--- config.mk ---
export PLATFORM = sky130hd
export DESIGN_NAME = wdog_top
export DESIGN_NICKNAME = d
export VERILOG_FILES = /design/src/rtl/wdog_pkg.sv /design/src/rtl/wdog_regs.sv /design/src/rtl/wdog_seq.sv /design/src/rtl/wdog_core.sv /design/src/rtl/wdog_top.sv
export SDC_FILE = /design/constraint.sdc
export NUM_CORES = 1
export LEC_CHECK = 0
export ABC_AREA = 1
export BUFFER_PORTS_ARGS = -buffer_cell sky130_fd_sc_hd__buf_2
export CAP_MARGIN = 20
export CORE_MARGIN = 1.5
export CORE_UTILIZATION = 52
export CTS_CLUSTER_DIAMETER = 100
export DETAILED_ROUTE_END_ITERATION = 8
export GPL_TIMING_DRIVEN = 0
export PLACE_DENSITY = 0.72
export RECOVER_POWER = 25
export SYNTH_ARGS = -nofsm -noshare
export SYNTH_HDL_FRONTEND = slang
export SYNTH_SLANG_ARGS = --single-unit
--- constraint.sdc ---
create_clock -name clk -period 2.55 [get_ports clk]
set_input_delay 0.51 -clock clk [delete_from_list [all_inputs] [get_ports clk]]
set_output_delay 0.51 -clock clk [all_outputs]
set_load 0.05 [all_outputs]
--- src/rtl/wdog_pkg.sv ---
package wdog_pkg;

    localparam int MID_W  = 4;
    localparam int CTRL_W = 12;

    // register map
    localparam logic [2:0] AD_CTRL = 3'd0;
    localparam logic [2:0] AD_TMO  = 3'd1;
    localparam logic [2:0] AD_WIN  = 3'd2;
    localparam logic [2:0] AD_SVC  = 3'd3;
    localparam logic [2:0] AD_CNT  = 3'd4;

    // key words on the service register
    localparam logic [15:0] KEY_SVC_A = 16'hA602;
    localparam logic [15:0] KEY_SVC_B = 16'hB480;
    localparam logic [15:0] KEY_UNL_A = 16'hC520;
    localparam logic [15:0] KEY_UNL_B = 16'hD928;

    typedef struct packed {
        logic [MID_W-1:0] mid;
        logic             hard_lock;
        logic             soft_lock;
        logic             prot_en;
        logic             irq_first;
        logic             win_en;
        logic             osc_sel;
        logic             enable;
    } ctrl_t;

    typedef enum logic [1:0] {
        SQ_IDLE = 2'd0,
        SQ_SVC  = 2'd1,
        SQ_UNL  = 2'd2
    } seq_e;

    function automatic ctrl_t ctrl_unpack(input logic [CTRL_W-1:0] w);
        ctrl_t c;
        c.enable    = w[0];
        c.osc_sel   = w[1];
        c.win_en    = w[2];
        c.irq_first = w[3];
        c.prot_en   = w[4];
        c.soft_lock = w[5];
        c.hard_lock = w[6];
        c.mid       = w[11:8];
        return c;
    endfunction

    function automatic logic [CTRL_W-1:0] ctrl_pack(input ctrl_t c);
        return {c.mid, 1'b0, c.hard_lock, c.soft_lock, c.prot_en,
                c.irq_first, c.win_en, c.osc_sel, c.enable};
    endfunction

endpackage

--- src/rtl/wdog_regs.sv ---
module wdog_regs
    import wdog_pkg::*;
#(
    parameter int          W        = 32,
    parameter logic [W-1:0] TO_RESET = 256
) (
    input  logic             clk,
    input  logic             rst_n,
    input  logic             boot_en,
    input  logic             bus_wr,
    input  logic [2:0]       bus_addr,
    input  logic [W-1:0]     bus_wdata,
    input  logic [MID_W-1:0] bus_mid,
    input  logic             unlock_done,
    output ctrl_t            cfg,
    output logic [W-1:0]     tmo,
    output logic [W-1:0]     win,
    output logic             start,
    output logic             prot_bad,
    output logic             svc_wr
);

    typedef struct packed {
        ctrl_t        ctrl;
        logic [W-1:0] tmo;
        logic [W-1:0] win;
    } reg_st_t;

    reg_st_t q, d;

    logic acc_ok;
    logic wr_ok;
    logic locked;

    assign acc_ok   = !q.ctrl.prot_en || (bus_mid == q.ctrl.mid);
    assign wr_ok    = bus_wr && acc_ok;
    assign locked   = q.ctrl.soft_lock || q.ctrl.hard_lock;
    assign prot_bad = bus_wr && !acc_ok;
    assign svc_wr   = wr_ok && (bus_addr == AD_SVC);

    always_comb begin
        ctrl_t nc;
        d     = q;
        start = 1'b0;
        nc    = ctrl_unpack(bus_wdata[CTRL_W-1:0]);
        if (wr_ok && !locked) begin
            case (bus_addr)
                AD_CTRL: begin
                    d.ctrl = nc;
                    start  = nc.enable && !q.ctrl.enable;
                end
                AD_TMO:  d.tmo = bus_wdata;
                AD_WIN:  d.win = bus_wdata;
                default: ;
            endcase
        end
        if (unlock_done) begin
            d.ctrl.soft_lock = 1'b0;
        end
    end

    always_ff @(posedge clk) begin
        if (!rst_n) begin
            q.ctrl        <= '0;
            q.ctrl.enable <= boot_en;
            q.tmo         <= TO_RESET;
            q.win         <= '0;
        end else begin
            q <= d;
        end
    end

    assign cfg = q.ctrl;
    assign tmo = q.tmo;
    assign win = q.win;

endmodule

--- src/rtl/wdog_seq.sv ---
module wdog_seq
    import wdog_pkg::*;
(
    input  logic        clk,
    input  logic        rst_n,
    input  logic        svc_wr,
    input  logic [15:0] key,
    output logic        svc_done,
    output logic        unl_done,
    output logic        seq_bad
);

    typedef struct packed {
        seq_e st;
    } seq_st_t;

    seq_st_t q, d;

    always_comb begin
        d        = q;
        svc_done = 1'b0;
        unl_done = 1'b0;
        seq_bad  = 1'b0;
        if (svc_wr) begin
            case (q.st)
                SQ_IDLE: begin
                    if (key == KEY_SVC_A) begin
                        d.st = SQ_SVC;
                    end else if (key == KEY_UNL_A) begin
                        d.st = SQ_UNL;
                    end else begin
                        seq_bad = 1'b1;
                    end
                end
                SQ_SVC: begin
                    d.st = SQ_IDLE;
                    if (key == KEY_SVC_B) svc_done = 1'b1;
                    else                  seq_bad  = 1'b1;
                end
                SQ_UNL: begin
                    d.st = SQ_IDLE;
                    if (key == KEY_UNL_B) unl_done = 1'b1;
                    else                  seq_bad  = 1'b1;
                end
                default: begin
                    d.st    = SQ_IDLE;
                    seq_bad = 1'b1;
                end
            endcase
        end
    end

    always_ff @(posedge clk) begin
        if (!rst_n) q.st <= SQ_IDLE;
        else        q    <= d;
    end

endmodule

--- src/rtl/wdog_core.sv ---
module wdog_core #(
    parameter int          W        = 32,
    parameter logic [W-1:0] TO_RESET = 256
) (
    input  logic         clk,
    input  logic         rst_n,
    input  logic         en,
    input  logic         osc_sel,
    input  logic         win_en,
    input  logic         irq_first,
    input  logic         osc_tick,
    input  logic [W-1:0] tmo,
    input  logic [W-1:0] win,
    input  logic         start,
    input  logic         svc_done,
    input  logic         bad_in,
    output logic [W-1:0] cnt,
    output logic         irq,
    output logic         rst
);

    typedef struct packed {
        logic [W-1:0] cnt;
        logic         irq;
        logic         rst;
    } core_st_t;

    core_st_t q, d;

    logic tick, win_bad, good, bad, expire, evt;

    always_comb begin
        d       = q;
        tick    = osc_sel ? osc_tick : 1'b1;
        win_bad = svc_done && win_en && (q.cnt > win);
        good    = en && svc_done && !win_bad;
        bad     = en && (bad_in || win_bad);
        expire  = en && tick && (q.cnt == '0) && !good;
        evt     = bad || expire;
        if (start) begin
            d.cnt = tmo;
        end else if (en) begin
            if (good) begin
                d.cnt = tmo;
                d.irq = 1'b0;
            end else if (evt) begin
                if (irq_first && !q.irq) begin
                    d.irq = 1'b1;
                    d.cnt = tmo;
                end else begin
                    d.rst = 1'b1;
                end
            end else if (tick) begin
                d.cnt = q.cnt - 1'b1;
            end
        end
    end

    always_ff @(posedge clk) begin
        if (!rst_n) begin
            q.cnt <= TO_RESET;
            q.irq <= 1'b0;
            q.rst <= 1'b0;
        end else begin
            q <= d;
        end
    end

    assign cnt = q.cnt;
    assign irq = q.irq;
    assign rst = q.rst;

endmodule

--- src/rtl/wdog_top.sv ---
module wdog_top
    import wdog_pkg::*;
#(
    parameter int          W        = 32,
    parameter logic [W-1:0] TO_RESET = 256
) (
    input  logic             clk,
    input  logic             rst_n,
    input  logic             boot_en,
    input  logic             osc_tick,
    input  logic             bus_wr,
    input  logic [2:0]       bus_addr,
    input  logic [W-1:0]     bus_wdata,
    input  logic [MID_W-1:0] bus_mid,
    output logic [W-1:0]     bus_rdata,
    output logic             irq_req,
    output logic             rst_req
);

    ctrl_t        cfg;
    logic [W-1:0] tmo_w, win_w, cnt_w;
    logic         start_w, prot_bad_w, svc_wr_w;
    logic         svc_done_w, unl_done_w, seq_bad_w;
    logic         cfg_en, cfg_irqf, cfg_hard;

    wdog_regs #(.W(W), .TO_RESET(TO_RESET)) u_regs (
        .clk         (clk),
        .rst_n       (rst_n),
        .boot_en     (boot_en),
        .bus_wr      (bus_wr),
        .bus_addr    (bus_addr),
        .bus_wdata   (bus_wdata),
        .bus_mid     (bus_mid),
        .unlock_done (unl_done_w),
        .cfg         (cfg),
        .tmo         (tmo_w),
        .win         (win_w),
        .start       (start_w),
        .prot_bad    (prot_bad_w),
        .svc_wr      (svc_wr_w)
    );

    wdog_seq u_seq (
        .clk      (clk),
        .rst_n    (rst_n),
        .svc_wr   (svc_wr_w),
        .key      (bus_wdata[15:0]),
        .svc_done (svc_done_w),
        .unl_done (unl_done_w),
        .seq_bad  (seq_bad_w)
    );

    wdog_core #(.W(W), .TO_RESET(TO_RESET)) u_core (
        .clk       (clk),
        .rst_n     (rst_n),
        .en        (cfg.enable),
        .osc_sel   (cfg.osc_sel),
        .win_en    (cfg.win_en),
        .irq_first (cfg.irq_first),
        .osc_tick  (osc_tick),
        .tmo       (tmo_w),
        .win       (win_w),
        .start     (start_w),
        .svc_done  (svc_done_w),
        .bad_in    (prot_bad_w || seq_bad_w),
        .cnt       (cnt_w),
        .irq       (irq_req),
        .rst       (rst_req)
    );

    assign cfg_en   = cfg.enable;
    assign cfg_irqf = cfg.irq_first;
    assign cfg_hard = cfg.hard_lock;

    always_comb begin
        case (bus_addr)
            AD_CTRL: bus_rdata = {{(W-CTRL_W){1'b0}}, ctrl_pack(cfg)};
            AD_TMO:  bus_rdata = tmo_w;
            AD_WIN:  bus_rdata = win_w;
            AD_CNT:  bus_rdata = cnt_w;
            default: bus_rdata = '0;
        endcase
    end

endmodule

==> results.py, run 1 <==
metrics = {
    "cts": {
        "path_clk_slew_ps": 80,
        "cts_sinks": 111,
        "cts_max_path_buffers": 2,
        "cts_tree": "done",
        "numCtsBuffers": 9,
        "clockRootBuffer": "clkbuf_16",
        "h-tree-depth": 3,
        "clock_latency_ps": 360,
    },
    "synth": {
        "synth_area_um2": 7050,
        "yosysSeqAreaShare": 0.317,
        "synth_nets": 1158,
        "yosysUniqueCellTypes": 38,
        "netlist_instances": 1081,
        "yosys.area.top_type_share": 0.312,
        "synth_area_leaders": "dfxtp_1 (31%), nand2_1 (15%), a21oi_1 (7.8%)",
        "synth.avg_cell_area_um2": 6.52,
        "synth_seq_cells": 111,
        "yosys.area.top_type": "dfxtp_1",
        "yosys_warnings": 0,
    },
    "power": {
        "powerDensity_nw_per_um2": 559,
        "ir_worst_vdd_mv": 0.494,
        "p_leak_nw": 4.04,
    },
    "timing": {
        "relSlewSlack": 0.476,
        "max_freq_ghz": 0.375,
        "slew_violations": 0,
        "rsz0062_at_grt": "true",
        "fin_ws_ps": -117,
        "worst_pin_slew_ps": 785,
        "finalCritPeriodShare": 1.05,
        "finClkSkew_ps": 8.02,
        "hold_violations": 0,
        "setup_viol": 37,
        "min_period_ps": 2670,
        "whs_ps": 398,
    },
    "layout": {
        "fin_area_um2": 8870,
        "final_cell_mix": "nand2_1 (261), inv_1 (138), a21oi_1 (102)",
        "syn_to_final_growth_pct": 25.8,
        "diodes": 0,
        "fin_util": 0.670,
        "drive_above_1_share": 0.219,
        "fin_nets": 1283,
        "final_common_cell": "nand2_1",
    },
    "status": {
        "violations": "negative setup slack",
        "status": "finished, violations left",
    },
    "setup_path": {
        "cp_top_family": "simple AND/OR/NAND/NOR gates",
        "crit_fanout": 6,
        "worst_path_max_delay_cell": "dfxtp_2",
        "startpoint_type": "flip-flop",
        "cp_cell_sequence": "inv_2, ha_4, nand2_4, nor2_4, nand4_1, nor2_4, nand3_2, nand2_2, nor2_2, nand2_2, nand2_4, inv_1, nand4_1, inv_2, buf_6, buf_4, nand2_1, nand3_1, nor2_1, nor2_1",
        "crit_cells": 20,
        "cp.buffers_inverters": 5,
        "critPathMaxStageDelay_ps": 340,
        "setup.worst_path.end_class": "flip-flop",
        "arrival_ps": 2960,
        "crit_type": "reg2reg",
        "cp.required_ps": 2840,
        "r2r_cells": 20,
    },
    "global_route": {
        "grt_pass1_vias": 7274,
        "antenna_found_initial": 0,
        "grt_overflow_total": 0,
        "track_usage": 0.358,
        "grt_pass1_wl_mm": 39.0,
        "grt_max_degree": 17,
    },
    "floorplan": {
        "fp-row-count": 42,
        "io_pins": 78,
        "die-height_um": 119,
        "dieArea_um2": 14300,
        "die_w_um": 119,
        "start_util": 0.532,
        "fp.coreArea_um2": 13200,
    },
    "placement": {
        "dpl.hpwl_mm": 17.7,
        "routabilityCongestion": 0.967,
        "portBuffers": 77,
        "placedInstanceArea_um2": 7650,
    },
    "flow_run": {
        "max_cap_violations": 0,
    },
    "route": {
        "wl_per_cell_um": 18.5,
        "drt_iter0_drc": 827,
        "ant_nets": 0,
        "vias": 7961,
        "viasPerCell": 5.74,
        "routed_wl_mm": 25.7,
        "first_pass_iters": 5,
        "drc": 0,
    },
    "min_path": {
        "holdPathStages": 3,
        "hp-class": "in2reg",
    },
}
per-stage QoR:
step | total power [mW] | worst slack, ps | setup TNS (ps) | cells
global placement | 3.15 | -676 | -25780 | 1334
floorplan | 2.81 | -163 | -1630 | 1081
CTS | 4.81 | -11.9 | -62.9 | 1377
finish | 4.96 | -117 | -2760 | 1387
detailed placement | 3.16 | -699 | -26620 | 1334
global route | 5.18 | -230 | -7080 | 1387
synth_stat cells:
cell	count
a21o_1	1
a21oi_1	110
a221o_1	11
a22oi_1	1
and3_1	2
buf_1	5
buf_2	6
buf_4	1
buf_6	5
buf_8	1
clkbuf_1	30
clkinv_1	1
dfxtp_1	110
edfxtp_1	1
ha_1	33
inv_1	145
inv_2	9
nand2_1	282
nand2_2	4
nand2_4	1
nand3_1	63
nand3_2	5
nand3_4	1
nand4_1	15
nand4_2	3
nor2_1	102
nor2_2	2
nor2_4	4
nor3_1	10
nor3_2	3
nor3_4	1
nor3b_1	1
o21a_1	1
o21ai_0	56
o221ai_1	21
o22ai_1	11
or2_2	1
xor2_1	22
path summary, 6_finish.rpt:
| path | start | to | slack, ps |
|---|---|---|---|
| worst max-delay path | u_regs.win[22] | u_core.cnt[14] | -120 |
| worst min-delay path | bus_wdata[26] | u_regs.tmo[26] | 400 |
| worst max register to register | u_regs.win[22] | u_core.cnt[14] | -120 |
| worst min register to register | u_core.rst | u_core.rst | 460 |
flip-flops by register name, indices dropped and copies added (netlist names):
name / count
u_regs.cfg: 11
u_seq.q: 2
u_regs.tmo: 32
u_regs.win: 32
u_core.cnt: 32
u_core.rst: 1
u_core.irq: 1
worst reg2reg max path, cell delays in order, from the launching register on:
cell and delay [ps]:
dfxtp_2 340, inv_2 50, ha_4 280, nand2_4 60
nor2_4 120, nand4_1 220, nor2_4 200, nand3_2 110
nand2_2 90, nor2_2 50, nand2_2 90, nand2_4 60
inv_1 80, nand4_1 190, inv_2 130, buf_6 150
buf_4 150, nand2_1 50, nand3_1 60, nor2_1 40
nor2_1 90
report_power, final:
group | switching, mW | total [mW] | internal (mW)
logic | 0.955 | 1.51 | 0.557
registers | 0.105 | 1.94 | 1.83
clock network | 0.667 | 1.51 | 0.841
cell families after synthesis:
| logic type | Yosys count | synth area share |
|---|---|---|
| buffers and inverters | 203 | 0.117 |
| AOI/OAI and AO/OA | 212 | 0.173 |
| DFF | 111 | 0.317 |
| and+or+nand+nor | 500 | 0.308 |
| xor gates and xnor gates | 22 | 0.0273 |
| adders and majority gates | 33 | 0.0586 |
cell type report:
cell class / count / area (um^2)
flip-flops and latches: 111 / 2250
clock buffers: 13 / 270
multi-input cells: 767 / 4350
fillers: 1210 / 4380
well taps: 176 / 220
clock inverters: 3 / 40.0
plain buffers: 48 / 314
inverters: 155 / 591
repair buffers: 114 / 836
routing by layer:
layer	global-route usage	up-vias	part of all wire
li1	-	3773	-
met1	0.471	3657	0.41
met2	0.576	465	0.46
met3	0.0896	66	0.10
met4	0.120	0	0.033
met5	0	-	0
timing repair:
item / in CTS / in global routing
pin swaps: 24 / 30
gates cloned: 3 / 2
setup endpoints to repair: 65 / 105
resized for setup: 92 / 77
buffers inserted: 24 / 8
hold buffers: 0 / 0
Note: power is estimated with default switching activity, not from simulation.
==> run 2: changes to the inputs <==
--- a/config.mk
+++ b/config.mk
@@ -8,6 +8,7 @@
 export ABC_AREA = 1
 export BUFFER_PORTS_ARGS = -buffer_cell sky130_fd_sc_hd__buf_2
 export CAP_MARGIN = 20
+export CORE_ASPECT_RATIO = 1.75
 export CORE_MARGIN = 1.5
 export CORE_UTILIZATION = 52
 export CTS_CLUSTER_DIAMETER = 100
==> run 2 against run 1 <==
- design area up 5.3%
- hold slack better by 7.6 ps
- the flow still finishes with violations (negative setup slack)
- combinational power increased by 13%
- via count grew 2.8%
- sequential share of layout area decreased by 0.93 points
- global-route usage is 1.7 points lower
- clock power barely moved
- routed wire length grew 4.9%
- fmax is 1.4% higher
- utilization increased by 3.2 points
- highest routed layer unchanged
==> results.py, run 2 (synthesis results as in run 1) <==
metrics = {
    "power": {
        "ir_worst_vdd_mv": 0.472,
        "p_leak_nw": 4.25,
        "powerDensity_nw_per_um2": 555,
    },
    "floorplan": {
        "dieArea_um2": 14300,
        "io_pins": 78,
        "fp.coreArea_um2": 13300,
        "fp-row-count": 56,
        "die_w_um": 91.0,
        "die-height_um": 157,
        "start_util": 0.529,
    },
    "route": {
        "vias": 8180,
        "ant_nets": 0,
        "first_pass_iters": 6,
        "drc": 0,
        "routed_wl_mm": 26.9,
        "viasPerCell": 5.88,
        "drt_iter0_drc": 779,
        "wl_per_cell_um": 19.4,
    },
    "timing": {
        "min_period_ps": 2630,
        "hold_violations": 0,
        "worst_pin_slew_ps": 774,
        "max_freq_ghz": 0.380,
        "rsz0062_at_grt": "true",
        "relSlewSlack": 0.484,
        "setup_viol": 19,
        "fin_ws_ps": -80.2,
        "finalCritPeriodShare": 1.03,
        "finClkSkew_ps": 10.9,
        "fin_tns_setup_ps": -588,
        "slew_violations": 0,
    },
    "min_path": {
        "hp-class": "in2reg",
        "holdPathStages": 3,
    },
    "setup_path": {
        "crit_fanout": 7,
        "cp.required_ps": 2850,
        "r2r_start": "u_regs.win[22]",
        "arrival_ps": 2930,
        "r2r-end": "u_core.cnt[24]",
        "critPathLaunch": "u_regs.win[22]",
        "regToRegSetupSlack_ps": -80,
        "endpoint": "u_core.cnt[24]",
        "r2r_cells": 20,
        "crit_type": "reg2reg",
        "setup.worst_path.end_class": "flip-flop",
        "startpoint_type": "flip-flop",
    },
    "layout": {
        "syn_to_final_growth_pct": 32.5,
        "stdcell_count": 1390,
        "final_cell_mix": "nand2_1 (241), inv_1 (125), a21oi_1 (100)",
        "drive_above_1_share": 0.290,
        "fin_nets": 1288,
        "final_common_cell": "nand2_1",
        "diodes": 0,
        "top_regs": "u_core.cnt (32), u_regs.tmo (32), u_regs.win (32)",
    },
    "global_route": {
        "grt_pass1_vias": 7304,
        "antenna_found_initial": 0,
        "track_usage": 0.342,
        "grt_pass1_wl_mm": 37.4,
        "grt_max_degree": 17,
        "grt_overflow_total": 0,
    },
    "cts": {
        "cts_max_path_buffers": 2,
        "h-tree-depth": 3,
        "cts_sinks": 111,
        "path_clk_slew_ps": 70,
        "clock_latency_ps": 360,
        "cts_tree": "done",
        "numCtsBuffers": 9,
        "clockRootBuffer": "clkbuf_16",
    },
    "placement": {
        "portBuffers": 77,
        "dp_cells": 1332,
        "routabilityCongestion": 0.953,
        "dpl.hpwl_mm": 18.3,
    },
    "flow_run": {
        "max_cap_violations": 0,
    },
    "status": {
        "violations": "negative setup slack",
        "status": "finished, violations left",
    },
}
-- run 2: cell types whose count changed in the layout (fill, tap and decap cells not counted), sizes merged --
cell / previous run / this run
inv: 153 / 155
clkbuf: 49 / 54
clkinv: 4 / 2
-- run 2: how the worst min path moves through the flow --
stage,startpoint,endpoint
2_1_floorplan,u_regs.tmo[22],u_regs.tmo[22]
3_3_place_gp,u_core.rst,u_core.rst
3_5_place_dp,u_core.rst,u_core.rst
4_1_cts,bus_wdata[25],u_regs.tmo[25]
5_1_grt,bus_wdata[30],u_regs.tmo[30]
6_report,bus_wdata[30],u_regs.tmo[30]
-- run 2: layout make-up --
| cell class | count | area [um^2] |
|---|---|---|
| fill | 1114 | 3980 |
| inverter | 155 | 597 |
| clock inverter | 3 | 40.0 |
| timing repair buffer | 119 | 841 |
| clock buffer | 13 | 270 |
| tap | 174 | 218 |
| sequential | 111 | 2280 |
| buffer | 48 | 329 |
| multi-input combinational | 767 | 4760 |
-- run 2: where the power goes --
group          total, mW  internal [mW]  switching (mW)
Sequential          1.97           1.84           0.125
Combinational       1.70          0.649            1.05
Clock               1.52          0.842           0.681
-- run 2: critical path, stage by stage, from the launching register on --
cell       delay, ps
dfxtp_2          340
inv_2             50
ha_4             260
nand2_4           50
nor2_4           110
nand4_1          170
nor2_4           170
nand3_2          110
nand2_2          100
nor2_2            40
nand2_2           90
nand2_4           80
nand2_8          100
nand2_4           60
nand2_4           70
nand3_4          150
buf_12           200
clkbuf_16        170
nand2_2           60
nand2_1           50
nor2_1           120
-- run 2: per-stage QoR --
stage	hold slack, ps	setup WS (ps)	utilization	power [mW]	cell area [um^2]
6_report	405	-80.2	0.701	5.19	9340
5_1_grt	409	-183	0.701	5.38	9340
4_1_cts	402	-19.7	0.622	4.75	8280
3_5_place_dp	445	-722	0.575	3.17	7650
3_3_place_gp	438	-797	0.575	3.15	7650
2_1_floorplan	444	-163	-	2.81	7050
-- run 2: per-layer routing --
| layer | GRT usage | up-vias | wire (um) |
|---|---|---|---|
| met5 | 0 | - | 0 |
| met4 | 0.256 | 0 | 2410 |
| met3 | 0.0478 | 172 | 1850 |
| met2 | 0.617 | 459 | 13300 |
| met1 | 0.355 | 3761 | 9360 |
| li1 | - | 3788 | - |
-- run 2: what timing repair did --
item / CTS / global route
hold buffers: 0 / 0
resized for setup: 65 / 201
cloned: 1 / 4
buffers inserted: 10 / 27
pin swaps: 19 / 64
setup endpoints to repair: 65 / 81
